`src/rtl/pso_pkg.sv`:
```
package pso_pkg;
  localparam int GRP_N  = 2;
  localparam int PIN_W  = 4;
  localparam int CNT_W  = 16;
  localparam int ADDR_W = 3;
  localparam int BUS_W  = 16;
  localparam int PRE_W  = 9;

  localparam logic [ADDR_W-1:0] A_MODE = 3'd0;
  localparam logic [ADDR_W-1:0] A_DAT0 = 3'd1;
  localparam logic [ADDR_W-1:0] A_PSEL = 3'd3;
  localparam logic [ADDR_W-1:0] A_RLD0 = 3'd4;

  typedef struct packed {
    logic pwm1En;
    logic pwm0En;
    logic pol0;
    logic selG0;
    logic selG1;
  } mode_t;

  typedef struct packed {
    logic [GRP_N-1:0] trig;
  } strobe_t;

  // number of low prescaler bits that must be all ones for a tap
  function automatic int tapBits(input logic [1:0] sel);
    case (sel)
      2'b00:   return 1;
      2'b01:   return 4;
      2'b10:   return 6;
      default: return 9;
    endcase
  endfunction
endpackage

```
`src/rtl/pso_timer.sv`:
```
module pso_timer #(
  parameter int CW = pso_pkg::CNT_W
) (
  input  logic          clk,
  input  logic          rstN,
  input  logic          tickEn,
  input  logic [CW-1:0] reloadVal,
  output logic          trig
);
  logic [CW-1:0] cnt;

  assign trig = tickEn && (cnt == '0);

  always_ff @(posedge clk) begin
    if (!rstN) begin
      cnt <= '0;
    end else if (tickEn) begin
      if (cnt == '0) cnt <= reloadVal;
      else           cnt <= cnt - 1'b1;
    end
  end

  AST_RELOAD_ON_EXPIRY: assert property (@(posedge clk) disable iff (!rstN)
    trig |=> cnt == $past(reloadVal));
  AST_DECREMENT: assert property (@(posedge clk) disable iff (!rstN)
    (tickEn && cnt != '0) |=> cnt == $past(cnt) - 1'b1);
  AST_HOLD_NO_TICK: assert property (@(posedge clk) disable iff (!rstN)
    !tickEn |=> $stable(cnt));
endmodule

```
`src/rtl/pso_ctrl.sv`:
```
module pso_ctrl
  import pso_pkg::*;
#(
  parameter int NG = GRP_N,
  parameter int CW = CNT_W,
  parameter int AW = ADDR_W,
  parameter int BW = BUS_W,
  parameter int PW = PRE_W
) (
  input  logic          clk,
  input  logic          rstN,
  input  logic          baseTick,
  input  logic          wrEn,
  input  logic [AW-1:0] wrAddr,
  input  logic [BW-1:0] wrData,
  output strobe_t       strb
);
  logic [PW-1:0] preCnt;
  logic [1:0]    selReg [NG];
  logic [CW-1:0] rldReg [NG];
  logic [NG-1:0] tickEn;
  logic [NG-1:0] trigVec;

  always_ff @(posedge clk) begin
    if (!rstN) begin
      preCnt <= '0;
    end else if (baseTick) begin
      preCnt <= preCnt + 1'b1;
    end
  end

  always_ff @(posedge clk) begin
    for (int g = 0; g < NG; g++) begin
      if (!rstN) begin
        selReg[g] <= '0;
        rldReg[g] <= '0;
      end else if (wrEn) begin
        if (wrAddr == A_PSEL) selReg[g] <= wrData[2*g +: 2];
        if (wrAddr == AW'(A_RLD0 + g)) rldReg[g] <= wrData[CW-1:0];
      end
    end
  end

  for (genvar g = 0; g < NG; g++) begin : gTmr
    logic [PW-1:0] tapMask;
    always_comb begin
      tapMask   = PW'((1 << tapBits(selReg[g])) - 1);
      tickEn[g] = baseTick && ((preCnt & tapMask) == tapMask);
    end

    pso_timer #(.CW(CW)) uTmr (
      .clk      (clk),
      .rstN     (rstN),
      .tickEn   (tickEn[g]),
      .reloadVal(rldReg[g]),
      .trig     (trigVec[g])
    );

    AST_TICK_NEEDS_BASE: assert property (@(posedge clk) disable iff (!rstN)
      tickEn[g] |-> baseTick);
    AST_TRIG_NEEDS_TICK: assert property (@(posedge clk) disable iff (!rstN)
      trigVec[g] |-> tickEn[g]);
  end

  assign strb.trig = trigVec;
endmodule

```
`src/rtl/pso_datapath.sv`:
```
module pso_datapath
  import pso_pkg::*;
#(
  parameter int NG = GRP_N,
  parameter int PN = PIN_W,
  parameter int AW = ADDR_W
) (
  input  logic           clk,
  input  logic           rstN,
  input  logic           wrEn,
  input  logic [AW-1:0]  wrAddr,
  input  mode_t          modeWr,
  input  logic [PN-1:0]  nibWr,
  input  strobe_t        strb,
  input  logic [NG-1:0]  pwmIn,
  output logic [NG*PN-1:0] pinOut,
  output logic [NG*PN-1:0] pinActive
);
  mode_t         modeR;
  logic [PN-1:0] dataR  [NG];
  logic [PN-1:0] latchR [NG];

  always_ff @(posedge clk) begin
    if (!rstN) begin
      modeR <= '0;
    end else if (wrEn && wrAddr == A_MODE) begin
      modeR <= modeWr;
    end
  end

  always_ff @(posedge clk) begin
    for (int g = 0; g < NG; g++) begin
      if (!rstN) begin
        dataR[g]  <= '0;
        latchR[g] <= '0;
      end else begin
        if (wrEn && wrAddr == AW'(A_DAT0 + g)) dataR[g] <= nibWr;
        if (strb.trig[g]) latchR[g] <= dataR[g];
      end
    end
  end

  for (genvar g = 0; g < NG; g++) begin : gGrp
    logic          gateEn;
    logic          invEn;
    logic          actEn;
    logic [PN-1:0] gated;

    if (g == 0) begin : gFirst
      assign gateEn = modeR.pwm0En;
      assign invEn  = modeR.pol0;
      assign actEn  = modeR.selG0;
    end else begin : gOther
      assign gateEn = modeR.pwm1En;
      assign invEn  = 1'b0;
      assign actEn  = modeR.selG1;
    end

    always_comb begin
      gated = latchR[g] & (gateEn ? {PN{pwmIn[g]}} : {PN{1'b1}});
      pinOut[g*PN +: PN]    = invEn ? ~gated : gated;
      pinActive[g*PN +: PN] = {PN{actEn}};
    end

    AST_LATCH_HOLD: assert property (@(posedge clk) disable iff (!rstN)
      !strb.trig[g] |=> $stable(latchR[g]));
    AST_LATCH_LOAD: assert property (@(posedge clk) disable iff (!rstN)
      strb.trig[g] |=> latchR[g] == $past(dataR[g]));
    AST_GATE_LOW: assert property (@(posedge clk) disable iff (!rstN)
      (gateEn && !pwmIn[g] && !invEn) |-> pinOut[g*PN +: PN] == '0);
  end
endmodule

```
`src/rtl/pulse_step_port.sv`:
```
module pulse_step_port
  import pso_pkg::*;
#(
  parameter int NG = GRP_N,
  parameter int PN = PIN_W,
  parameter int CW = CNT_W,
  parameter int AW = ADDR_W,
  parameter int BW = BUS_W,
  parameter int PW = PRE_W
) (
  input  logic             clk,
  input  logic             rstN,
  input  logic             baseTick,
  input  logic             wrEn,
  input  logic [AW-1:0]    wrAddr,
  input  logic [BW-1:0]    wrData,
  input  logic             pwm0In,
  input  logic             pwm1In,
  output logic [NG*PN-1:0] pinOut,
  output logic [NG*PN-1:0] pinActive
);
  strobe_t strb;
  mode_t   modeWr;

  assign modeWr.selG1  = wrData[0];
  assign modeWr.selG0  = wrData[1];
  assign modeWr.pol0   = wrData[3];
  assign modeWr.pwm0En = wrData[4];
  assign modeWr.pwm1En = wrData[5];

  pso_ctrl #(.NG(NG), .CW(CW), .AW(AW), .BW(BW), .PW(PW)) uCtrl (
    .clk     (clk),
    .rstN    (rstN),
    .baseTick(baseTick),
    .wrEn    (wrEn),
    .wrAddr  (wrAddr),
    .wrData  (wrData),
    .strb    (strb)
  );

  pso_datapath #(.NG(NG), .PN(PN), .AW(AW)) uDp (
    .clk      (clk),
    .rstN     (rstN),
    .wrEn     (wrEn),
    .wrAddr   (wrAddr),
    .modeWr   (modeWr),
    .nibWr    (wrData[PN-1:0]),
    .strb     (strb),
    .pwmIn    ({pwm1In, pwm0In}),
    .pinOut   (pinOut),
    .pinActive(pinActive)
  );

  AST_RESET_QUIET: assert property (@(posedge clk)
    !rstN |=> (pinActive == '0));
endmodule

```
`config.mk`:
```
export PLATFORM = sky130hd
export DESIGN_NAME = pulse_step_port
export DESIGN_NICKNAME = d
export VERILOG_FILES = /design/src/rtl/pso_pkg.sv /design/src/rtl/pso_timer.sv /design/src/rtl/pso_ctrl.sv /design/src/rtl/pso_datapath.sv /design/src/rtl/pulse_step_port.sv
export SDC_FILE = /design/constraint.sdc
export NUM_CORES = 1
export LEC_CHECK = 0
export BUFFER_PORTS_ARGS = -buffer_cell sky130_fd_sc_hd__clkbuf_2
export CAP_MARGIN = 20
export CORE_AREA = 10 10 103 105
export CTS_CLUSTER_SIZE = 14
export DETAILED_ROUTE_END_ITERATION = 12
export DIE_AREA = 0 0 113 115
export GPL_TIMING_DRIVEN = 0
export PLACE_DENSITY = 0.78
export SLEW_MARGIN = 10
export SYNTH_ARGS = -nofsm -noshare
export SYNTH_HDL_FRONTEND = slang
export SYNTH_SLANG_ARGS = --single-unit
export TNS_END_PERCENT = 100
```
`constraint.sdc`:
```
create_clock -name clk -period 3.8 [get_ports clk]
set_clock_uncertainty 0.2 [all_clocks]
set_input_delay 0.19 -clock clk [delete_from_list [all_inputs] [get_ports clk]]
set_output_delay 0.19 -clock clk [all_outputs]
set_load 0.005 [all_outputs]
```
==> flow_metrics.tcl, run 1 <==
set metrics [dict create \
    outcome "completed" \
    timing_worst_slew_pin_value_ns 0.835 \
    post_drt_via_cell_ratio 5.96 \
    timing.hold.worst.class "in -> reg" \
    tritoncts.num_buffers 9 \
    class_of_the_most_critical_setup_path "reg -> reg" \
    yosys-top-cells-area "sky130_fd_sc_hd__edfxtp_1 31%, sky130_fd_sc_hd__dfxtp_1 18%, sky130_fd_sc_hd__and2_1 6.4%" \
    grt_overflow 0 \
    crit_path_end_kind "flip-flop" \
    critical_path_maximum_fanout 10 \
    syn-instance-count 517 \
    place_area_um2 5340 \
    cts-root-buf "sky130_fd_sc_hd__clkbuf_8" \
    initial_core_util 0.585 \
    max-slew-margin-rel 0.439 \
    diodes 0 \
    synth-edff-count 52 \
    routabilityCongestion 0.910 \
    syn_area_per_cell_um2 9.68 \
    synth-seq-area-share 0.496 \
    initialDrtViolationCount 253 \
    clkSinkCount 98 \
    yosysUniqueCellTypes 56 \
    antenna_found_initial 0 \
    rsz0062_at_grt "false" \
    report.final.hold_viol_count 0 \
    routed-via-count 4137 \
    netlist_top_cells_count "52 x sky130_fd_sc_hd__edfxtp_1, 51 x sky130_fd_sc_hd__and2_1, 51 x sky130_fd_sc_hd__nor2_1" \
    synthMostInstantiatedCell "sky130_fd_sc_hd__edfxtp_1" \
    timing.max_cap.violations 0 \
    totalNegativeSetupSlack_ns 0 \
    route.detailed.drc 0 \
    min_period_ns 3.27 \
    clk_pin_slew_ns 0.09 \
    wl_per_cell_um 17.6 \
    synth_nets 557 \
    final_design_area_no_fill_um2 5700 \
    asyncSetResetFlopFracSynth 0 \
    clk_latency_ns 0.37 \
    num-nets-final 621 \
    crit_arrival_ns 3.08 \
    pleak_nw 2.26 \
    area_growth_pct 14.0 \
    drtAntennaViolNets 0 \
    power_density_nw_per_um2 380 \
    routed_wl_mm 12.2 \
    cts_tree "done" \
    maxClockFrequency_mhz 306 \
    first_global_vias 4127 \
    count_of_endpoints_failing_setup_in_the_final_report 0 \
    share_of_final_layout_standard_cells_stronger_than_drive_strength_1 0.145 \
    hold_path.startpoint "wrData[0]" \
    grt_pass1_wl_mm 20.2 \
    synthesis.area_um2 5000 \
    synth.top_cell.area_share 0.312 \
    fp.dieArea_um2 13000 \
    worst_ep_required_time_ns 3.61 \
    floorplan.core_area_um2 8550 \
    synth.yosys.warnings 0 \
    row_count 34 \
    place.port_buffers 38 \
    dp_hpwl_mm 8.75 \
    die-width_um 113 \
    die_h_um 115 \
    h-tree-depth 3 \
    grt_max_degree 17 \
    seq_cells_post_synth 98 \
    report.final.slew_viol_count 0 \
    post-synth-top-area-cell "sky130_fd_sc_hd__edfxtp_1" \
    final_min_period_over_clock_period 0.861 \
    groute.usage.overall 0.189 \
    ir_worst_vdd_mv 0.283 \
    cts-root-to-sink-buffers 2 \
    io-pin-count 41 \
    drt_pre_antenna_iters 5 \
    timing.critical_path.from_type "flip-flop" \
    worstReg2RegStart "uCtrl.selReg[0][0]" \
    startpoint "uCtrl.selReg[0][0]" \
    dominantRegCellSynth "sky130_fd_sc_hd__edfxtp_1" \
]
-- flip-flops by register name, indices dropped and copies added (netlist names) --
signal and flops:
uCtrl.gTmr.uTmr.cnt 32, uDp.gGrp.gateEn 2, uCtrl.preCnt 9, uDp.latchR 8, uDp.dataR 8, uCtrl.rldReg 32, uDp.gGrp.invEn 1, uDp.gGrp.actEn 2
uCtrl.selReg 4
-- worst paths after layout --
check / endpoint / slack, ns / depth (start not counted)
hold / removal: uDp.gGrp[1].actEn / 0.003 / 3
setup / recovery: uDp.latchR[0][2] / 0.53 / 8
setup reg to reg: uDp.latchR[0][2] / 0.53 / 8
hold reg to reg: uCtrl.gTmr[1].uTmr.cnt[6] / 0.30 / 2
-- layout by cell type, fill, tap and decap left out, types with 6 or more instances in the layout --
master | Yosys | layout
sky130_fd_sc_hd__a21oi_1 | 37 | 37
sky130_fd_sc_hd__nor2_1 | 51 | 51
sky130_fd_sc_hd__buf_4 | 8 | 8
sky130_fd_sc_hd__clkbuf_8 | 0 | 9
sky130_fd_sc_hd__or3_1 | 10 | 10
sky130_fd_sc_hd__clkbuf_2 | 0 | 38
sky130_fd_sc_hd__nor3_1 | 10 | 10
sky130_fd_sc_hd__and2_1 | 51 | 51
sky130_fd_sc_hd__and3_1 | 11 | 11
sky130_fd_sc_hd__nand4_1 | 7 | 7
sky130_fd_sc_hd__dlygate4sd3_1 | 0 | 15
sky130_fd_sc_hd__xor2_1 | 7 | 7
sky130_fd_sc_hd__o221a_2 | 6 | 6
sky130_fd_sc_hd__nor4_1 | 9 | 8
sky130_fd_sc_hd__o21ai_0 | 19 | 17
sky130_fd_sc_hd__ha_1 | 15 | 15
sky130_fd_sc_hd__clkbuf_1 | 26 | 26
sky130_fd_sc_hd__dfxtp_1 | 46 | 46
sky130_fd_sc_hd__edfxtp_1 | 52 | 52
sky130_fd_sc_hd__inv_1 | 15 | 15
sky130_fd_sc_hd__a211oi_1 | 6 | 6
sky130_fd_sc_hd__mux2i_1 | 7 | 7
sky130_fd_sc_hd__nand2_1 | 40 | 40
sky130_fd_sc_hd__o32ai_1 | 8 | 8
sky130_fd_sc_hd__nand2b_1 | 7 | 7
-- layout make-up --
type	instances	area, um2
repair buffers	53	340
inverters	16	60.1
fillers	653	2850
plain buffers	35	169
flip-flops and latches	98	2480
well taps	108	135
clock inverters	6	62.6
clock buffers	10	149
multi-input cells	368	2310
-- logic make-up (layout without fill, tap and decap cells) --
| kind of cell | count (synthesis) | count (layout) | share of synthesized area |
|---|---|---|---|
| XOR/XNOR | 12 | 12 | 0.0210 |
| flip-flops | 98 | 98 | 0.496 |
| buffers and inverters | 51 | 120 | 0.0458 |
| AO/OA/AOI/OAI | 108 | 108 | 0.143 |
| AND/OR/NAND/NOR | 226 | 226 | 0.243 |
| multiplexers | 7 | 7 | 0.0140 |
| adder cells (fa/ha/maj) | 15 | 15 | 0.0375 |
-- routing by layer --
layer	part of all wire	vias up	GRT usage
met5	0	-	0
met4	0.021	0	0.0660
met1	0.44	1938	0.243
met3	0.072	27	0.0443
met2	0.46	179	0.306
li1	-	1993	-
-- report_power, final --
| part | internal [W] | total (W) | switching [W] |
|---|---|---|---|
| Clock | 0.000343 | 0.000714 | 0.000370 |
| Combinational | 0.000104 | 0.000276 | 0.000172 |
| Sequential | 0.00116 | 0.00118 | 0.0000228 |
-- worst max-delay path: stages (launching register included) --
cell and delay (ns):
sky130_fd_sc_hd__edfxtp_1 0.44, sky130_fd_sc_hd__inv_1 0.13, sky130_fd_sc_hd__ha_1 0.27, sky130_fd_sc_hd__inv_1 0.07, sky130_fd_sc_hd__o221ai_1 0.11, sky130_fd_sc_hd__or4_1 0.61, sky130_fd_sc_hd__clkbuf_1 0.24, sky130_fd_sc_hd__clkbuf_1 0.30
sky130_fd_sc_hd__o21ai_0 0.55
-- stage by stage --
stage / cells / utilization / total power [W] / hold WS [ns] / setup slack (ns)
global placement: 663 / 0.623 / 0.00145 / 0.256 / 0.672
finish: 694 / 0.667 / 0.00217 / 0.00294 / 0.529
CTS: 694 / 0.666 / 0.00217 / 0.0121 / 0.544
detailed placement: 663 / 0.624 / 0.00146 / 0.284 / 0.579
global route: 694 / 0.667 / 0.00225 / 0.0121 / 0.379
floorplan: 517 / - / 0.00137 / 0.137 / 1.10
-- what timing repair did --
| action | in CTS | in global routing |
|---|---|---|
| hold endpoints to repair | 33 | 0 |
| gates resized for setup | 0 | 0 |
| endpoints found under the setup margin | 0 | 0 |
| hold buffers | 15 | 0 |
| buffers inserted | 0 | 0 |
Power figures use the tool's default switching activity.
==> run 2: changes to the inputs <==
--- a/config.mk
+++ b/config.mk
@@ -12,9 +12,9 @@
 export DETAILED_ROUTE_END_ITERATION = 12
 export DIE_AREA = 0 0 113 115
 export GPL_TIMING_DRIVEN = 0
-export PLACE_DENSITY = 0.78
-export SLEW_MARGIN = 10
+export PLACE_DENSITY = 0.79
 export SYNTH_ARGS = -nofsm -noshare
 export SYNTH_HDL_FRONTEND = slang
+export SYNTH_HIERARCHICAL = 1
 export SYNTH_SLANG_ARGS = --single-unit
 export TNS_END_PERCENT = 100
==> run 2 against run 1 <==
Synthesized area grew 1.2%. Sequential power about the same. Hold slack gained 0.024 ns. Wire length decreased by 3.0%. Critical path depth is the same. Clock-buffer cell count increased by 1.
==> flow_metrics.tcl, run 2 <==
set metrics [dict create \
    timing.max_cap.violations 0 \
    initialDrtViolationCount 254 \
    row_count 34 \
    synth-seq-area-share 0.490 \
    synth.top_cell.area_share 0.308 \
    synth-edff-count 52 \
    synth.yosys.warnings 6 \
    first_global_vias 4026 \
    ir_worst_vdd_mv 0.225 \
    power_frac_comb 0.115 \
    clkSinkCount 98 \
    report.final.hold_viol_count 0 \
    cts-root-buf "sky130_fd_sc_hd__clkbuf_8" \
    timing.hold.worst.class "in -> reg" \
    netlist_top_cells_count "52 x sky130_fd_sc_hd__edfxtp_1, 46 x sky130_fd_sc_hd__dfxtp_1, 44 x sky130_fd_sc_hd__and2_1" \
    grt_max_degree 17 \
    synth_nets 545 \
    routed-via-count 4052 \
    initial_core_util 0.592 \
    worst_ep_required_time_ns 3.67 \
    fin_cells 687 \
    min_period_ns 3.38 \
    class_of_the_most_critical_setup_path "reg -> reg" \
    mostFrequentLayoutCells "52 x sky130_fd_sc_hd__edfxtp_1, 46 x sky130_fd_sc_hd__dfxtp_1, 44 x sky130_fd_sc_hd__and2_1, 40 x sky130_fd_sc_hd__clkbuf_2, 36 x sky130_fd_sc_hd__nand2_1" \
    clockPowerShare 0.334 \
    wl_per_cell_um 17.3 \
    critical_path_maximum_fanout 8 \
    max-slew-margin-rel 0.401 \
    die_h_um 115 \
    io-pin-count 41 \
    timing.hold.ws_ns 0.0267 \
    dominantRegCellSynth "sky130_fd_sc_hd__edfxtp_1" \
    crit_path_end_kind "flip-flop" \
    dp_hpwl_mm 8.58 \
    report.final.slew_viol_count 0 \
    route.detailed.drc 0 \
    post_drt_via_cell_ratio 5.90 \
    asyncSetResetFlopFracSynth 0 \
    seq_cells_post_synth 98 \
    cts_resized 0 \
    h-tree-depth 3 \
    syn-instance-count 505 \
    routed_wl_mm 11.9 \
    yosys-top-cells-area "sky130_fd_sc_hd__edfxtp_1 31%, sky130_fd_sc_hd__dfxtp_1 18%, sky130_fd_sc_hd__and2_1 5.4%" \
    crit_path_cell_chain "inv_1, ha_1, nor2b_1, o221ai_1, nor4_2, inv_1, nor2_1, nand2b_1" \
    antenna_found_initial 0 \
    outcome "completed" \
    die-width_um 113 \
    timing.critical_path.from_type "flip-flop" \
    timing.critical_path.slowest_stage_cell "sky130_fd_sc_hd__nor4_2" \
    drtAntennaViolNets 0 \
    cts_hold_buf 16 \
    clk_latency_ns 0.37 \
    area_growth_pct 14.5 \
    power_density_nw_per_um2 369 \
    count_of_endpoints_failing_setup_in_the_final_report 0 \
    postCtsSetupRepairBufs 0 \
    pleak_nw 2.33 \
    final_min_period_over_clock_period 0.889 \
    total_switching_power_w 0.000531 \
    path_common_cell "sky130_fd_sc_hd__inv_1" \
    critPathMaxStageDelay_ns 0.82 \
    floorplan.core_area_um2 8550 \
    tritoncts.num_buffers 9 \
    routabilityCongestion 0.898 \
    grt_overflow 0 \
    place_inst 655 \
    internal_power_w 0.00161 \
    place.port_buffers 39 \
    groute.usage.overall 0.182 \
    timing_worst_slew_pin_value_ns 0.891 \
    fp.dieArea_um2 13000 \
    diodes 0 \
    layout.cells.most_common "sky130_fd_sc_hd__edfxtp_1" \
    switching_share 0.249 \
    synthMostInstantiatedCell "sky130_fd_sc_hd__edfxtp_1" \
    rsz0062_at_grt "false" \
    crit_family "simple AND/OR/NAND/NOR gates" \
    yosysUniqueCellTypes 49 \
    share_of_final_layout_standard_cells_stronger_than_drive_strength_1 0.145 \
    cts_tree "done" \
    clk_pin_slew_ns 0.09 \
    syn_area_per_cell_um2 10.0 \
    totalNegativeSetupSlack_ns 0 \
    cts-root-to-sink-buffers 2 \
    crit_arrival_ns 3.25 \
    cp_num_buf_inv 2 \
    maxClockFrequency_mhz 296 \
    num-nets-final 614 \
    grt_pass1_wl_mm 19.5 \
    drt_pre_antenna_iters 4 \
    synthesis.area_um2 5060 \
    largest_registers "uCtrl/gTmr.uTmr/cnt: 32 flops, uCtrl/rldReg: 32 flops, uCtrl/preCnt: 9 flops" \
    post-synth-top-area-cell "sky130_fd_sc_hd__edfxtp_1" \
    seqPwrFrac 0.551 \
]
run 2: routing by layer:
| metal | global-route usage | vias up | wire, um |
|---|---|---|---|
| met3 | 0.0391 | 18 | 714 |
| met2 | 0.301 | 121 | 5620 |
| li1 | - | 1988 | - |
| met5 | 0 | - | 0 |
| met1 | 0.229 | 1925 | 5310 |
| met4 | 0.0694 | 0 | 217 |
run 2: cell type report:
| class | instances | area, um2 |
|---|---|---|
| well taps | 108 | 135 |
| clock inverters | 5 | 60.1 |
| clock buffers | 11 | 153 |
| plain buffers | 25 | 146 |
| fillers | 661 | 2750 |
| multi-input cells | 355 | 2340 |
| repair buffers | 58 | 382 |
| inverters | 27 | 101 |
| flip-flops and latches | 98 | 2480 |
run 2: path summary, 6_finish.rpt:
| kind | startpoint | endpoint | slack, ns | cells after the start |
|---|---|---|---|---|
| setup / recovery | uCtrl/selReg[0][0] | uDp/latchR[0][2] | 0.42 | 8 |
| hold / removal | baseTick | uCtrl/preCnt[1] | 0.03 | 3 |
| setup reg to reg | uCtrl/selReg[0][0] | uDp/latchR[0][2] | 0.42 | 8 |
| hold reg to reg | uDp/gGrp[1].gateEn | uDp/gGrp[1].gateEn | 0.27 | 2 |
run 2: logic make-up (layout without fill, tap and decap cells):
logic type	after synthesis	in the layout	share of synthesized area
fa+ha+maj	15	15	0.0371
compound gates	91	91	0.111
xor+xnor	10	10	0.0173
simple gates	214	214	0.246
flops	98	98	0.490
mux	25	25	0.0494
buf+inv	52	126	0.0489
run 2: per-stage QoR:
| step | setup WS [ns] | total power (W) | utilization | instance area [um2] |
|---|---|---|---|---|
| after global placement | 0.0593 | 0.00142 | 0.631 | 5390 |
| after detailed placement | 0.500 | 0.00143 | 0.634 | 5430 |
| after CTS | 0.479 | 0.00214 | 0.678 | 5800 |
| final | 0.420 | 0.00214 | 0.678 | 5800 |
| after floorplan | 0.995 | 0.00135 | - | 5060 |
| after global routing | 0.199 | 0.00222 | 0.678 | 5800 |
run 2: power groups by stage:
stage / Clock (W) / Sequential, W / Combinational [W]
finish: 0.000713 / 0.00118 / 0.000245
global route: 0.000769 / 0.00118 / 0.000270
CTS: 0.000723 / 0.00118 / 0.000243
detailed placement: 0 / 0.00120 / 0.000229
global placement: 0 / 0.00120 / 0.000216
floorplan: 0 / 0.00119 / 0.000157
run 2: worst reg2reg max path: cells and delay by family (launching register included):
family,cells,cell delay [ns]
simple gates,4,1.55
flops,1,0.44
fa+ha+maj,1,0.27
compound gates,1,0.15
buf+inv,2,0.47
